`src/rtl/utc_pkg.sv`:
```
package utc_pkg;
  localparam int ADDR_W = 8;
  localparam int DATA_W = 32;
  localparam int BYTE_W = 8;

  localparam logic [ADDR_W-1:0] A_START_RX = 8'h00;
  localparam logic [ADDR_W-1:0] A_STOP_RX  = 8'h04;
  localparam logic [ADDR_W-1:0] A_START_TX = 8'h08;
  localparam logic [ADDR_W-1:0] A_STOP_TX  = 8'h0C;
  localparam logic [ADDR_W-1:0] A_SUSPEND  = 8'h10;
  localparam logic [ADDR_W-1:0] A_EV_RXRDY = 8'h20;
  localparam logic [ADDR_W-1:0] A_EV_TXRDY = 8'h24;
  localparam logic [ADDR_W-1:0] A_EV_ERROR = 8'h28;
  localparam logic [ADDR_W-1:0] A_EV_RXTO  = 8'h2C;
  localparam logic [ADDR_W-1:0] A_IRQ_MASK = 8'h40;
  localparam logic [ADDR_W-1:0] A_IRQ_SET  = 8'h44;
  localparam logic [ADDR_W-1:0] A_IRQ_CLR  = 8'h48;
  localparam logic [ADDR_W-1:0] A_ERR_SRC  = 8'h50;
  localparam logic [ADDR_W-1:0] A_ENABLE   = 8'h60;
  localparam logic [ADDR_W-1:0] A_RXD      = 8'h70;
  localparam logic [ADDR_W-1:0] A_TXD      = 8'h74;
  localparam logic [ADDR_W-1:0] A_PIN0     = 8'h80;
  localparam logic [ADDR_W-1:0] A_BAUD     = 8'h90;

  // event / mask bit order
  localparam int EV_RXRDY = 0;
  localparam int EV_TXRDY = 1;
  localparam int EV_ERROR = 2;
  localparam int EV_RXTO  = 3;
  localparam int NUM_EV   = 4;

  localparam int NUM_PIN  = 4;
  localparam int ERR_W    = 2;

  localparam logic [DATA_W-1:0] ENABLE_CODE = 32'd4;
  localparam logic [DATA_W-1:0] PIN_RESET   = 32'hFFFF_FFFF;
  localparam logic [DATA_W-1:0] BAUD_RESET  = 32'h0400_0000;

  typedef logic [NUM_EV-1:0] ev_vec_t;
endpackage

```
`src/rtl/utc_rx_fifo.sv`:
```
module utc_rx_fifo #(
  parameter int DEPTH = 8,
  parameter int WIDTH = 8
) (
  input  logic             clk,
  input  logic             rst_n,
  input  logic             push,
  input  logic [WIDTH-1:0] push_data,
  input  logic             pop,
  output logic [WIDTH-1:0] head,
  output logic [$clog2(DEPTH+1)-1:0] count,
  output logic             full,
  output logic             empty
);
  localparam int PTR_W = (DEPTH > 1) ? $clog2(DEPTH) : 1;
  localparam int CNT_W = $clog2(DEPTH+1);
  localparam logic [PTR_W-1:0] LAST = PTR_W'(DEPTH-1);

  logic [WIDTH-1:0] mem [DEPTH];
  logic [PTR_W-1:0] rd_ptr, wr_ptr;

  assign head  = mem[rd_ptr];
  assign full  = (count == CNT_W'(DEPTH));
  assign empty = (count == '0);

  always_ff @(posedge clk or negedge rst_n) begin
    if (!rst_n) begin
      rd_ptr <= '0;
      wr_ptr <= '0;
      count  <= '0;
      for (int i = 0; i < DEPTH; i++) mem[i] <= '0;
    end else begin
      if (push) begin
        mem[wr_ptr] <= push_data;
        wr_ptr <= (wr_ptr == LAST) ? '0 : wr_ptr + 1'b1;
      end
      if (pop) rd_ptr <= (rd_ptr == LAST) ? '0 : rd_ptr + 1'b1;
      case ({push, pop})
        2'b10:   count <= count + 1'b1;
        2'b01:   count <= count - 1'b1;
        default: count <= count;
      endcase
    end
  end

  // the controller never offers a byte to a full FIFO
  a_r7_no_overflow: assert property (@(posedge clk) disable iff (!rst_n)
    push |-> !full);
  // a pop only happens with data present
  a_r8_no_underflow: assert property (@(posedge clk) disable iff (!rst_n)
    pop |-> !empty);
  a_r7_count_bound: assert property (@(posedge clk) disable iff (!rst_n)
    count <= CNT_W'(DEPTH));
endmodule

```
`src/rtl/utc_tx_hold.sv`:
```
module utc_tx_hold #(
  parameter int WIDTH = 8
) (
  input  logic             clk,
  input  logic             rst_n,
  input  logic             load,
  input  logic [WIDTH-1:0] load_data,
  input  logic             tx_ready,
  output logic             tx_valid,
  output logic [WIDTH-1:0] tx_data,
  output logic             done
);
  assign done = tx_valid && tx_ready;

  always_ff @(posedge clk or negedge rst_n) begin
    if (!rst_n) begin
      tx_valid <= 1'b0;
      tx_data  <= '0;
    end else if (load) begin
      tx_valid <= 1'b1;
      tx_data  <= load_data;
    end else if (done) begin
      tx_valid <= 1'b0;
    end
  end

  // an offered byte is held until taken
  a_r6_hold_stable: assert property (@(posedge clk) disable iff (!rst_n)
    (tx_valid && !tx_ready) |=> (tx_valid && $stable(tx_data)));
  // a new byte is loaded only into an empty holder
  a_r6_no_overwrite: assert property (@(posedge clk) disable iff (!rst_n)
    load |-> !tx_valid);
endmodule

```
`src/rtl/utc_irq_merge.sv`:
```
module utc_irq_merge #(
  parameter int N = 4
) (
  input  logic [N-1:0] events,
  input  logic [N-1:0] mask,
  output logic         irq
);
  logic [N-1:0] hit;
  for (genvar i = 0; i < N; i++) begin : g_hit
    assign hit[i] = events[i] & mask[i];
  end
  assign irq = |hit;
endmodule

```
`src/rtl/uart_task_ctrl.sv`:
```
module uart_task_ctrl
  import utc_pkg::*;
#(
  parameter int FIFO_DEPTH = 8
) (
  input  logic              clk,
  input  logic              rst_n,
  input  logic [ADDR_W-1:0] bus_addr,
  input  logic              bus_wr,
  input  logic              bus_rd,
  input  logic [DATA_W-1:0] bus_wdata,
  output logic [DATA_W-1:0] bus_rdata,
  output logic              irq,
  output logic              tx_valid,
  input  logic              tx_ready,
  output logic [BYTE_W-1:0] tx_data,
  input  logic              rx_valid,
  output logic              rx_ready,
  input  logic [BYTE_W-1:0] rx_data,
  input  logic              brk
);
  localparam int CNT_W = $clog2(FIFO_DEPTH+1);

  logic enabled, rx_started, tx_started;
  ev_vec_t ev_q, ev_set, ev_wr, ev_wval;
  logic [NUM_EV-1:0] mask_q;
  logic [ERR_W-1:0] err_q;
  logic [DATA_W-1:0] pin_q [NUM_PIN];
  logic [DATA_W-1:0] baud_q;

  logic wr, one, en_wr, en_off, stop_rx, stop_tx, start_rx, start_tx;
  logic rd_rxd, pop, push, tx_load, tx_done;
  logic [BYTE_W-1:0] fifo_head;
  logic [CNT_W-1:0] fifo_count;
  logic fifo_full, fifo_empty;

  assign wr       = bus_wr && enabled;
  assign one      = (bus_wdata == 32'd1);
  assign en_wr    = bus_wr && (bus_addr == A_ENABLE);
  assign en_off   = en_wr && (bus_wdata == '0);
  assign start_rx = wr && (bus_addr == A_START_RX) && one;
  assign start_tx = wr && (bus_addr == A_START_TX) && one;
  assign stop_rx  = en_off || (wr && one && (bus_addr == A_STOP_RX || bus_addr == A_SUSPEND));
  assign stop_tx  = en_off || (wr && one && (bus_addr == A_STOP_TX || bus_addr == A_SUSPEND));

  assign rd_rxd   = bus_rd && enabled && (bus_addr == A_RXD);
  assign pop      = rd_rxd && rx_started && !fifo_empty;
  assign rx_ready = rx_started && !fifo_full;
  assign push     = rx_valid && rx_ready;
  assign tx_load  = wr && (bus_addr == A_TXD) && tx_started && !tx_valid;

  utc_rx_fifo #(.DEPTH(FIFO_DEPTH), .WIDTH(BYTE_W)) u_fifo (
    .clk(clk), .rst_n(rst_n), .push(push), .push_data(rx_data), .pop(pop),
    .head(fifo_head), .count(fifo_count), .full(fifo_full), .empty(fifo_empty)
  );

  utc_tx_hold #(.WIDTH(BYTE_W)) u_tx (
    .clk(clk), .rst_n(rst_n), .load(tx_load), .load_data(bus_wdata[BYTE_W-1:0]),
    .tx_ready(tx_ready), .tx_valid(tx_valid), .tx_data(tx_data), .done(tx_done)
  );

  utc_irq_merge #(.N(NUM_EV)) u_irq (.events(ev_q), .mask(mask_q), .irq(irq));

  // state flags
  always_ff @(posedge clk or negedge rst_n) begin
    if (!rst_n) begin
      enabled    <= 1'b0;
      rx_started <= 1'b0;
      tx_started <= 1'b0;
    end else begin
      if (en_off) enabled <= 1'b0;
      else if (en_wr && bus_wdata == ENABLE_CODE) enabled <= 1'b1;
      if (stop_rx) rx_started <= 1'b0;
      else if (start_rx) rx_started <= 1'b1;
      if (stop_tx) tx_started <= 1'b0;
      else if (start_tx) tx_started <= 1'b1;
    end
  end

  // event sources and bus write rules
  always_comb begin
    ev_set = '0;
    ev_set[EV_RXRDY] = push || (pop && fifo_count > CNT_W'(1));
    ev_set[EV_TXRDY] = tx_done;
    ev_set[EV_ERROR] = brk;
    ev_set[EV_RXTO]  = stop_rx;
    ev_wr = '0;
    ev_wr[EV_RXRDY] = wr && (bus_addr == A_EV_RXRDY) && (bus_wdata == '0);
    ev_wr[EV_TXRDY] = wr && (bus_addr == A_EV_TXRDY);
    ev_wr[EV_ERROR] = wr && (bus_addr == A_EV_ERROR);
    ev_wr[EV_RXTO]  = wr && (bus_addr == A_EV_RXTO);
    ev_wval = {NUM_EV{bus_wdata != '0}};
  end

  for (genvar i = 0; i < NUM_EV; i++) begin : g_ev
    always_ff @(posedge clk or negedge rst_n) begin
      if (!rst_n)         ev_q[i] <= 1'b0;
      else if (ev_set[i]) ev_q[i] <= 1'b1;
      else if (ev_wr[i])  ev_q[i] <= ev_wval[i];
    end
  end

  // mask, error source, baud
  always_ff @(posedge clk or negedge rst_n) begin
    if (!rst_n) begin
      mask_q <= '0;
      err_q  <= '0;
      baud_q <= BAUD_RESET;
    end else begin
      if (wr && bus_addr == A_IRQ_MASK) mask_q <= bus_wdata[NUM_EV-1:0];
      else if (wr && bus_addr == A_IRQ_SET) mask_q <= mask_q | bus_wdata[NUM_EV-1:0];
      else if (wr && bus_addr == A_IRQ_CLR) mask_q <= mask_q & ~bus_wdata[NUM_EV-1:0];
      if (brk) err_q <= '1;
      else if (wr && bus_addr == A_ERR_SRC) err_q <= err_q & ~bus_wdata[ERR_W-1:0];
      if (wr && bus_addr == A_BAUD) baud_q <= bus_wdata;
    end
  end

  for (genvar p = 0; p < NUM_PIN; p++) begin : g_pin
    localparam logic [ADDR_W-1:0] PADR = A_PIN0 + ADDR_W'(4*p);
    always_ff @(posedge clk or negedge rst_n) begin
      if (!rst_n) pin_q[p] <= PIN_RESET;
      else if (wr && bus_addr == PADR) pin_q[p] <= bus_wdata;
    end
  end

  // read mux
  always_comb begin
    bus_rdata = '0;
    if (enabled) begin
      case (bus_addr)
        A_EV_RXRDY: bus_rdata = DATA_W'(ev_q[EV_RXRDY]);
        A_EV_TXRDY: bus_rdata = DATA_W'(ev_q[EV_TXRDY]);
        A_EV_ERROR: bus_rdata = DATA_W'(ev_q[EV_ERROR]);
        A_EV_RXTO:  bus_rdata = DATA_W'(ev_q[EV_RXTO]);
        A_IRQ_MASK, A_IRQ_SET, A_IRQ_CLR: bus_rdata = DATA_W'(mask_q);
        A_ERR_SRC:  bus_rdata = DATA_W'(err_q);
        A_ENABLE:   bus_rdata = ENABLE_CODE;
        A_RXD:      bus_rdata = DATA_W'(fifo_head);
        A_BAUD:     bus_rdata = baud_q;
        default:    bus_rdata = '0;
      endcase
      for (int p = 0; p < NUM_PIN; p++)
        if (bus_addr == A_PIN0 + ADDR_W'(4*p)) bus_rdata = pin_q[p];
    end
  end

  // enabling needs the exact code
  a_r1_enable_code: assert property (@(posedge clk) disable iff (!rst_n)
    $rose(enabled) |-> $past(bus_wr && bus_addr == A_ENABLE && bus_wdata == ENABLE_CODE));
  // a disabled block keeps its mask whatever is written elsewhere
  a_r3_mask_frozen: assert property (@(posedge clk) disable iff (!rst_n)
    (!enabled && bus_wr && bus_addr != A_ENABLE) |=> $stable(mask_q));
  // disabling leaves both directions stopped and the timeout event set
  a_r2_disable_stops: assert property (@(posedge clk) disable iff (!rst_n)
    en_off |=> (!rx_ready && !tx_started && ev_q[EV_RXTO]));
  // a break always leaves both error source bits set
  a_r10_break_flags: assert property (@(posedge clk) disable iff (!rst_n)
    brk |=> (err_q == '1 && ev_q[EV_ERROR]));
endmodule

```
`config.mk`:
```
export PLATFORM = sky130hd
export DESIGN_NAME = uart_task_ctrl
export DESIGN_NICKNAME = d
export VERILOG_FILES = /design/src/rtl/utc_pkg.sv /design/src/rtl/utc_rx_fifo.sv /design/src/rtl/utc_tx_hold.sv /design/src/rtl/utc_irq_merge.sv /design/src/rtl/uart_task_ctrl.sv
export SDC_FILE = /design/constraint.sdc
export NUM_CORES = 1
export LEC_CHECK = 0
export ABC_AREA = 1
export BUFFER_PORTS_ARGS = -buffer_cell sky130_fd_sc_hd__buf_2
export CAP_MARGIN = 20
export CORE_UTILIZATION = 63
export CTS_BUF_LIST = sky130_fd_sc_hd__clkbuf_16
export CTS_CLUSTER_SIZE = 20
export DETAILED_ROUTE_END_ITERATION = 10
export HOLD_SLACK_MARGIN = 0.12
export PLACE_DENSITY = 0.83
export SYNTH_ARGS = -nofsm -noshare
export SYNTH_HDL_FRONTEND = slang
export SYNTH_HIERARCHICAL = 1
export SYNTH_SLANG_ARGS = --single-unit
```
`constraint.sdc`:
```
create_clock -name clk -period 4.41 [get_ports clk]
set_clock_uncertainty 0.05 [all_clocks]
set_input_delay 0 -clock clk [delete_from_list [all_inputs] [get_ports clk]]
set_output_delay 0 -clock clk [all_outputs]
set_load 0.01 [all_outputs]
```
# Word-level counts from Yosys, hierarchy flattened
# Index checks and enable logic that the tools add are counted.
# Widths: inputs -> output; s select.
op_classes:
  n_addsub: 4
  multipliers: 0
  div: 0
  order_cmp: 4
  n_eq_ne: 27
  shifts: 0
  n_mux: 36
  bitwise: 11
  n_reduce_logical: 62
op_table:
  columns: ["operator", "count"]
  rows:
  - ["$pmux 32 s9", 1]
  - ["$mux 32", 5]
  - ["$bwmux 64", 1]
  - ["$eq 8x7->1 const B", 7]
  - ["$eq 8x8->1 const B", 5]
  - ["$logic_and 1x1->1", 37]
  - ["$eq 32x1->1 const B", 1]
  - ["$eq 32x3->1 const B", 1]
  - ["$eq 8x6->1 const B", 4]
  - ["$logic_not 32->1", 1]
  - ["$reduce_bool 32->1", 1]
  - ["$bmux 8 s3", 1]
  - ["$demux 8 s3", 1]
  - ["$mux 8", 3]
  - ["$reduce_bool 2->1", 10]
  - ["$eq 8x4->1 const B", 2]
  - ["$mux 1", 16]
  - ["$mux 4", 3]
  - ["$eq 8x3->1 const B", 1]
  - ["$eq 8x5->1 const B", 1]
  - ["$ge 4x4->1 const B", 2]
  - ["$logic_not 8->1", 1]
  - ["$not 3->4", 2]
  - ["$pmux 4 s2", 1]
  - ["other kinds (23)", 36]
word_totals:
  ff_bits: 256
  latch_bits: 0
  ram_bits: 0
  romBits: 0
  in_bits: 55
  memories: 0

# Depth between registers and ports, before layout
depth:
  ltp_word: 10
  depth_mapped: 15
  ltp_nobuf: 14

# Hierarchy
# The synthesis kept the hierarchy.
by_module_without_submodules:
  columns: ["mod", "instances", "cells_per_inst", "area_each_um2", "seq_area_each_um2"]
  rows:
  - ["uart_task_ctrl", 1, 967, 8099.0, 4490.6]
  - ["utc_rx_fifo", 1, 404, 3388.2, 1851.8]
  - ["utc_tx_hold", 1, 40, 349.1, 225.2]
  - ["utc_irq_merge", 1, 9, 33.8, 0.0]

# Least setup slack after synthesis
# Ideal clock, no wire load.
synth_timing:
  path_kind: "register to register"
  startpoint: "reg enabled"
  endpoint: "reg u_fifo.count[2]"
  setup_time_ps: 129
  arrival_ps: 2077
  required_ps: 4231
  slack_ps: 2154
  stages_incl_launch_ff: 12
  n_path_buf: 1
  synth_period_minus_slack_ps: 2256
  cell_sequence: "dfrtp_1 > clkbuf_1 > nand3_1 > nor3_1 > ha_1 > nand2_1 > inv_1 > nor2_1 > ha_1 > a21oi_1 > xor2_1 > o21ai_0"
synth_between:
  elab_chain_cells: 6
  elab_cells_between_ends: 8
  classes_between: "eq/ne: 2; mux: 1; reduce/logical: 5"
synth_lines:
  columns: ["item", "line_no", "source"]
  rows:
  - ["start, declared", "uart_task_ctrl.sv:24", "logic enabled, rx_started, tx_started;"]
  - ["start signal, assigned", "uart_task_ctrl.sv:67", "enabled <= 1'b0;"]
  - ["start signal, assigned", "uart_task_ctrl.sv:71", "if (en_off) enabled <= 1'b0;"]
  - ["start signal, assigned", "uart_task_ctrl.sv:72", "else if (en_wr && bus_wdata == ENABLE_CODE) enabled <= 1'b1;"]
  - ["$logic_and 1x1->1 (*) (2 in a row)", "uart_task_ctrl.sv:46", "assign rd_rxd = bus_rd && enabled && (bus_addr == A_RXD);"]
  - ["$logic_and 1x1->1 (*) (2 in a row)", "uart_task_ctrl.sv:47", "assign pop = rd_rxd && rx_started && !fifo_empty;"]
  - ["named net pop", "uart_task_ctrl.sv:32", "logic rd_rxd, pop, push, tx_load, tx_done;"]
  - ["$eq 2x1->1 or $eq 2x2->1 (tied branches)", "utc_rx_fifo.sv:38", "case ({push, pop})"]
  - ["$pmux 4 s2 or $reduce_bool 2->1 (tied branches)", null, null]
  - ["end signal, assigned", "utc_rx_fifo.sv:39", "2'b10: count <= count + 1'b1;"]
  - ["end signal, assigned", "utc_rx_fifo.sv:40", "2'b01: count <= count - 1'b1;"]
  - ["end signal, assigned", "utc_rx_fifo.sv:41", "default: count <= count;"]
  - ["end, declared", "utc_rx_fifo.sv:11", "output logic [$clog2(DEPTH+1)-1:0] count,"]
# The timed path passes the listed nets; every way through them passes the cells marked *.
# A chain may end at the register's enable or synchronous reset.

# Worst setup path in the final report
layout_timing:
  startpoint: "reg u_fifo.rd_ptr[0]"
  endpoint: "out bus_rdata[0]"
layout_between:
  elab_chain_cells: 10
layout_lines:
  columns: ["item", "line_no", "source"]
  rows:
  - ["start, declared", "utc_rx_fifo.sv:20", "logic [PTR_W-1:0] rd_ptr, wr_ptr;"]
  - ["start signal, assigned", "utc_rx_fifo.sv:37", "if (pop) rd_ptr <= (rd_ptr == LAST) ? '0 : rd_ptr + 1'b1;"]
  - ["$not 3->4 (implied by the code)", "utc_rx_fifo.sv:22", "assign head = mem[rd_ptr];"]
  - ["$bmux 8 s3", "utc_rx_fifo.sv:22", null]
  - ["$mux 8 (implied by the code) (2 in a row)", "utc_rx_fifo.sv:22", null]
  - ["named net fifo_head[0]", "uart_task_ctrl.sv:33", "logic [BYTE_W-1:0] fifo_head;"]
  - ["$pmux 32 s9", "uart_task_ctrl.sv:131", "case (bus_addr)"]
  - ["$mux 32 (4 in a row)", "uart_task_ctrl.sv:144", "if (bus_addr == A_PIN0 + ADDR_W'(4*p)) bus_rdata = pin_q[p];"]
  - ["$mux 32", "uart_task_ctrl.sv:130", "if (enabled) begin"]
  - ["end, declared", "uart_task_ctrl.sv:12", "output logic [DATA_W-1:0] bus_rdata,"]
# The timed path passes the listed nets, and every way through them passes these cells. The select of a mux whose other input is x is not followed.

==> impl_metrics.tcl <==
set metrics [dict create \
    syn_to_final_growth_pct 19.5 \
    cp-end-kind "output pin" \
    syn_inst 1420 \
    finalMaxSlewViolations 0 \
    muxShareOfSynthArea_pct 0.0843 \
    grt_pass1_vias 10600 \
    synth_area_um2 11900 \
    synthFlopType "dfstp_2" \
    die_width_um 139 \
    drtPass1Iterations 7 \
    rsz0062_at_grt "false" \
    reg2regPathDepth 7 \
    ys_seq_area_share_pct 55.3 \
    fp.dieH_um 139 \
    setup_viol 0 \
    vias_per_cell 6.02 \
    yosys.area_share.simple_pct 20.7 \
    clock_latency_ns 0.52 \
    placedCellCount 1685 \
    synth_compound_area_share_pct 17.4 \
    worst-path-max-fanout 34 \
    grt_usage_pct 34.0 \
    path_clk_slew_ns 0.06 \
    path_class "flop to output pin" \
    synthDistinctLibCells 37 \
    peakVddDrop_mv 0.272 \
    start_util_pct 65.2 \
    synthArstFlopShare_pct 100 \
    ys_warn_count 6 \
    use_met3_pct 5.02 \
    synth_top_family_by_area "simple AND/OR/NAND/NOR gates" \
    startpoint_type "flop" \
    synth_fp_nets 1482 \
    fin_crit_sh_pct 82.7 \
    port_buffers 97 \
    multi_input_area_um2 4650 \
    post_cts_resize_count 0 \
    grt_use_met2_pct 56.5 \
    die_area_um2 19400 \
    hpwl_mm 18.2 \
    root_buffer "clkbuf_16" \
    synthAdderAreaFrac_pct 0.738 \
    timing.setup.tns_ns 0 \
    drt_iter0_drc 1197 \
    max_freq_ghz 0.274 \
    layout_common_cells "nand2_1, o21ai_0, dfstp_2, dfrtp_1, buf_2" \
    status "finished clean" \
    register_area_um2 6570 \
    hold_viol 0 \
    drv_cap 0 \
    cts_sinks 256 \
    postCtsSetupBuffers 0 \
    io_pins 98 \
    core_um2 18200 \
    final_common_cell "nand2_1" \
    fillers 1214 \
    n_antenna_cell 0 \
    required_ns 4.36 \
    drc 0 \
    cts_buffers 26 \
    synth_seq_cells 256 \
    max_slew_margin_pct 35.1 \
    overflow 0 \
    routedWlPerCell_um 17.8 \
    power.leakage_nw 6.18 \
    ctsHoldBuffers 79 \
    hp-class "primary input to async pin" \
    min_period_ns 3.65 \
    cts_tree "done" \
    cts_buffer_depth 3 \
    crit_arrival_ns 3.60 \
    synth_edf_count 0 \
    busiest_layer "met2" \
    wl_mm 32.3 \
    grtUsageMet1_pct 46.2 \
    fin_cells 1815 \
    postRouteAntennaNets 0 \
    grt_max_degree 115 \
    htree_levels 1 \
    synth_xor_area_share_pct 0.221 \
    drive_gt1_share_pct 19.3 \
    row_count 49 \
    grt_pass1_wl_mm 53.1 \
    avgSynthCellArea_um2 8.36 \
    tightest_slew_ns 0.973 \
    place.gp.congestion 0.933 \
    final_net_count 1628 \
    vias 10900 \
    power_density_nw_per_um2 415 \
    antenna_found_initial 0 \
]
-- state kept, by name, indices dropped and copies added (netlist names), 3 cells and up, named ones only --
signal	flops
ev_q	4
u_tx/tx_data	8
pin_q	128
u_fifo/rd_ptr	3
u_fifo/count	4
baud_q	32
u_fifo/mem	64
u_fifo/wr_ptr	3
-- routing by layer --
metal | wire (um) | vias to the layer above | share of wire, %
met5 | 0 | - | 0
met4 | 731 | 0 | 2.3
met3 | 2840 | 80 | 8.8
met2 | 15500 | 610 | 48
met1 | 13300 | 5231 | 41
li1 | - | 5010 | -
-- cells by family (layout without fill, tap and decap cells) --
group | count (synthesis) | count (layout)
compound gates | 389 | 389
xor+xnor | 3 | 3
fa+ha+maj | 7 | 7
buf+inv | 164 | 330
flops | 256 | 256
mux | 1 | 1
simple gates | 600 | 600
-- area by class of cell --
cell class | count | area share, %
multi-input combinational | 1000 | 32.8
timing repair buffer | 190 | 10.3
clock buffer | 27 | 4.76
clock inverter | 21 | 1.31
sequential | 256 | 46.3
tap | 229 | 2.02
inverter | 92 | 2.44
-- power by group --
group          switching [W]  internal [W]  total [W]
sequential          0.000207       0.00266    0.00286
combinational       0.000496      0.000315   0.000812
clock               0.000918       0.00129    0.00220
total                0.00162       0.00426    0.00588
-- Yosys cell counts (2+ instances only) --
library cell	n	share of area [%]
o22ai_1	18	0.95
o21ai_0	249	10
clkinv_1	2	0.063
a21oi_1	53	2.2
nor3_4	2	0.27
o21ai_1	42	1.8
nand2_2	3	0.16
ha_1	7	0.74
nand3_1	42	1.8
a41oi_1	24	1.8
or2_2	3	0.16
clkbuf_1	45	1.4
nand3_2	2	0.17
dfrtp_1	127	27
buf_2	24	1.0
nor2_2	4	0.21
nor4_1	3	0.16
nand3b_1	2	0.13
inv_2	6	0.19
dfstp_2	129	29
nor2_1	76	2.4
or2_0	3	0.16
nand4_1	15	0.79
nor2_4	2	0.19
nand2_1	436	14
xnor2_1	2	0.15
inv_1	84	2.7
nor3_1	6	0.25
-- path summary, 6_finish.rpt --
check / startpoint / to / slack [ns]
worst max-delay path: u_fifo/rd_ptr[0]$_DFFE_PN0P_ / bus_rdata[0] / 0.76
worst min-delay path: rst_n / pin_q[96]$_DFFE_PN1P_ / 0.27
worst max register to register: enabled$_DFFE_PN0P_ / flop / 1.55
worst min register to register: pin_q[24]$_DFFE_PN1P_ / pin_q[24]$_DFFE_PN1P_ / 0.42
max in group asynchronous: rst_n / u_fifo/mem[61]$_DFFE_PN0P_ / 3.39
min in group clk: brk / err_q[0]$_DFFE_PN0P_ / 0.28
-- worst max-delay path: stages (launching register included) --
cell	delay, ns
dfrtp_1	0.98
inv_1	0.71
o21ai_0	0.42
o22ai_1	0.11
nand2_1	0.08
nand2_1	0.08
nand3_1	0.12
nand2_1	0.06
nor2_1	0.10
nand3_1	0.12
nand2_1	0.09
a21oi_1	0.07
buf_2	0.14
-- stage by stage --
step	area (um2)	util, %	hold WS (ns)	setup WS (ns)	total power (W)
after floorplan	11900	-	-0.346	2.15	0.00336
after global placement	12400	68.3	0.0430	1.51	0.00358
after detailed placement	12400	68.3	0.0514	1.45	0.00363
after CTS	14100	77.5	0.214	0.874	0.00588
after global routing	14200	77.9	0.293	0.467	0.00614
final	14200	77.9	0.275	0.764	0.00588
Note: power is estimated with default switching activity, not from simulation.
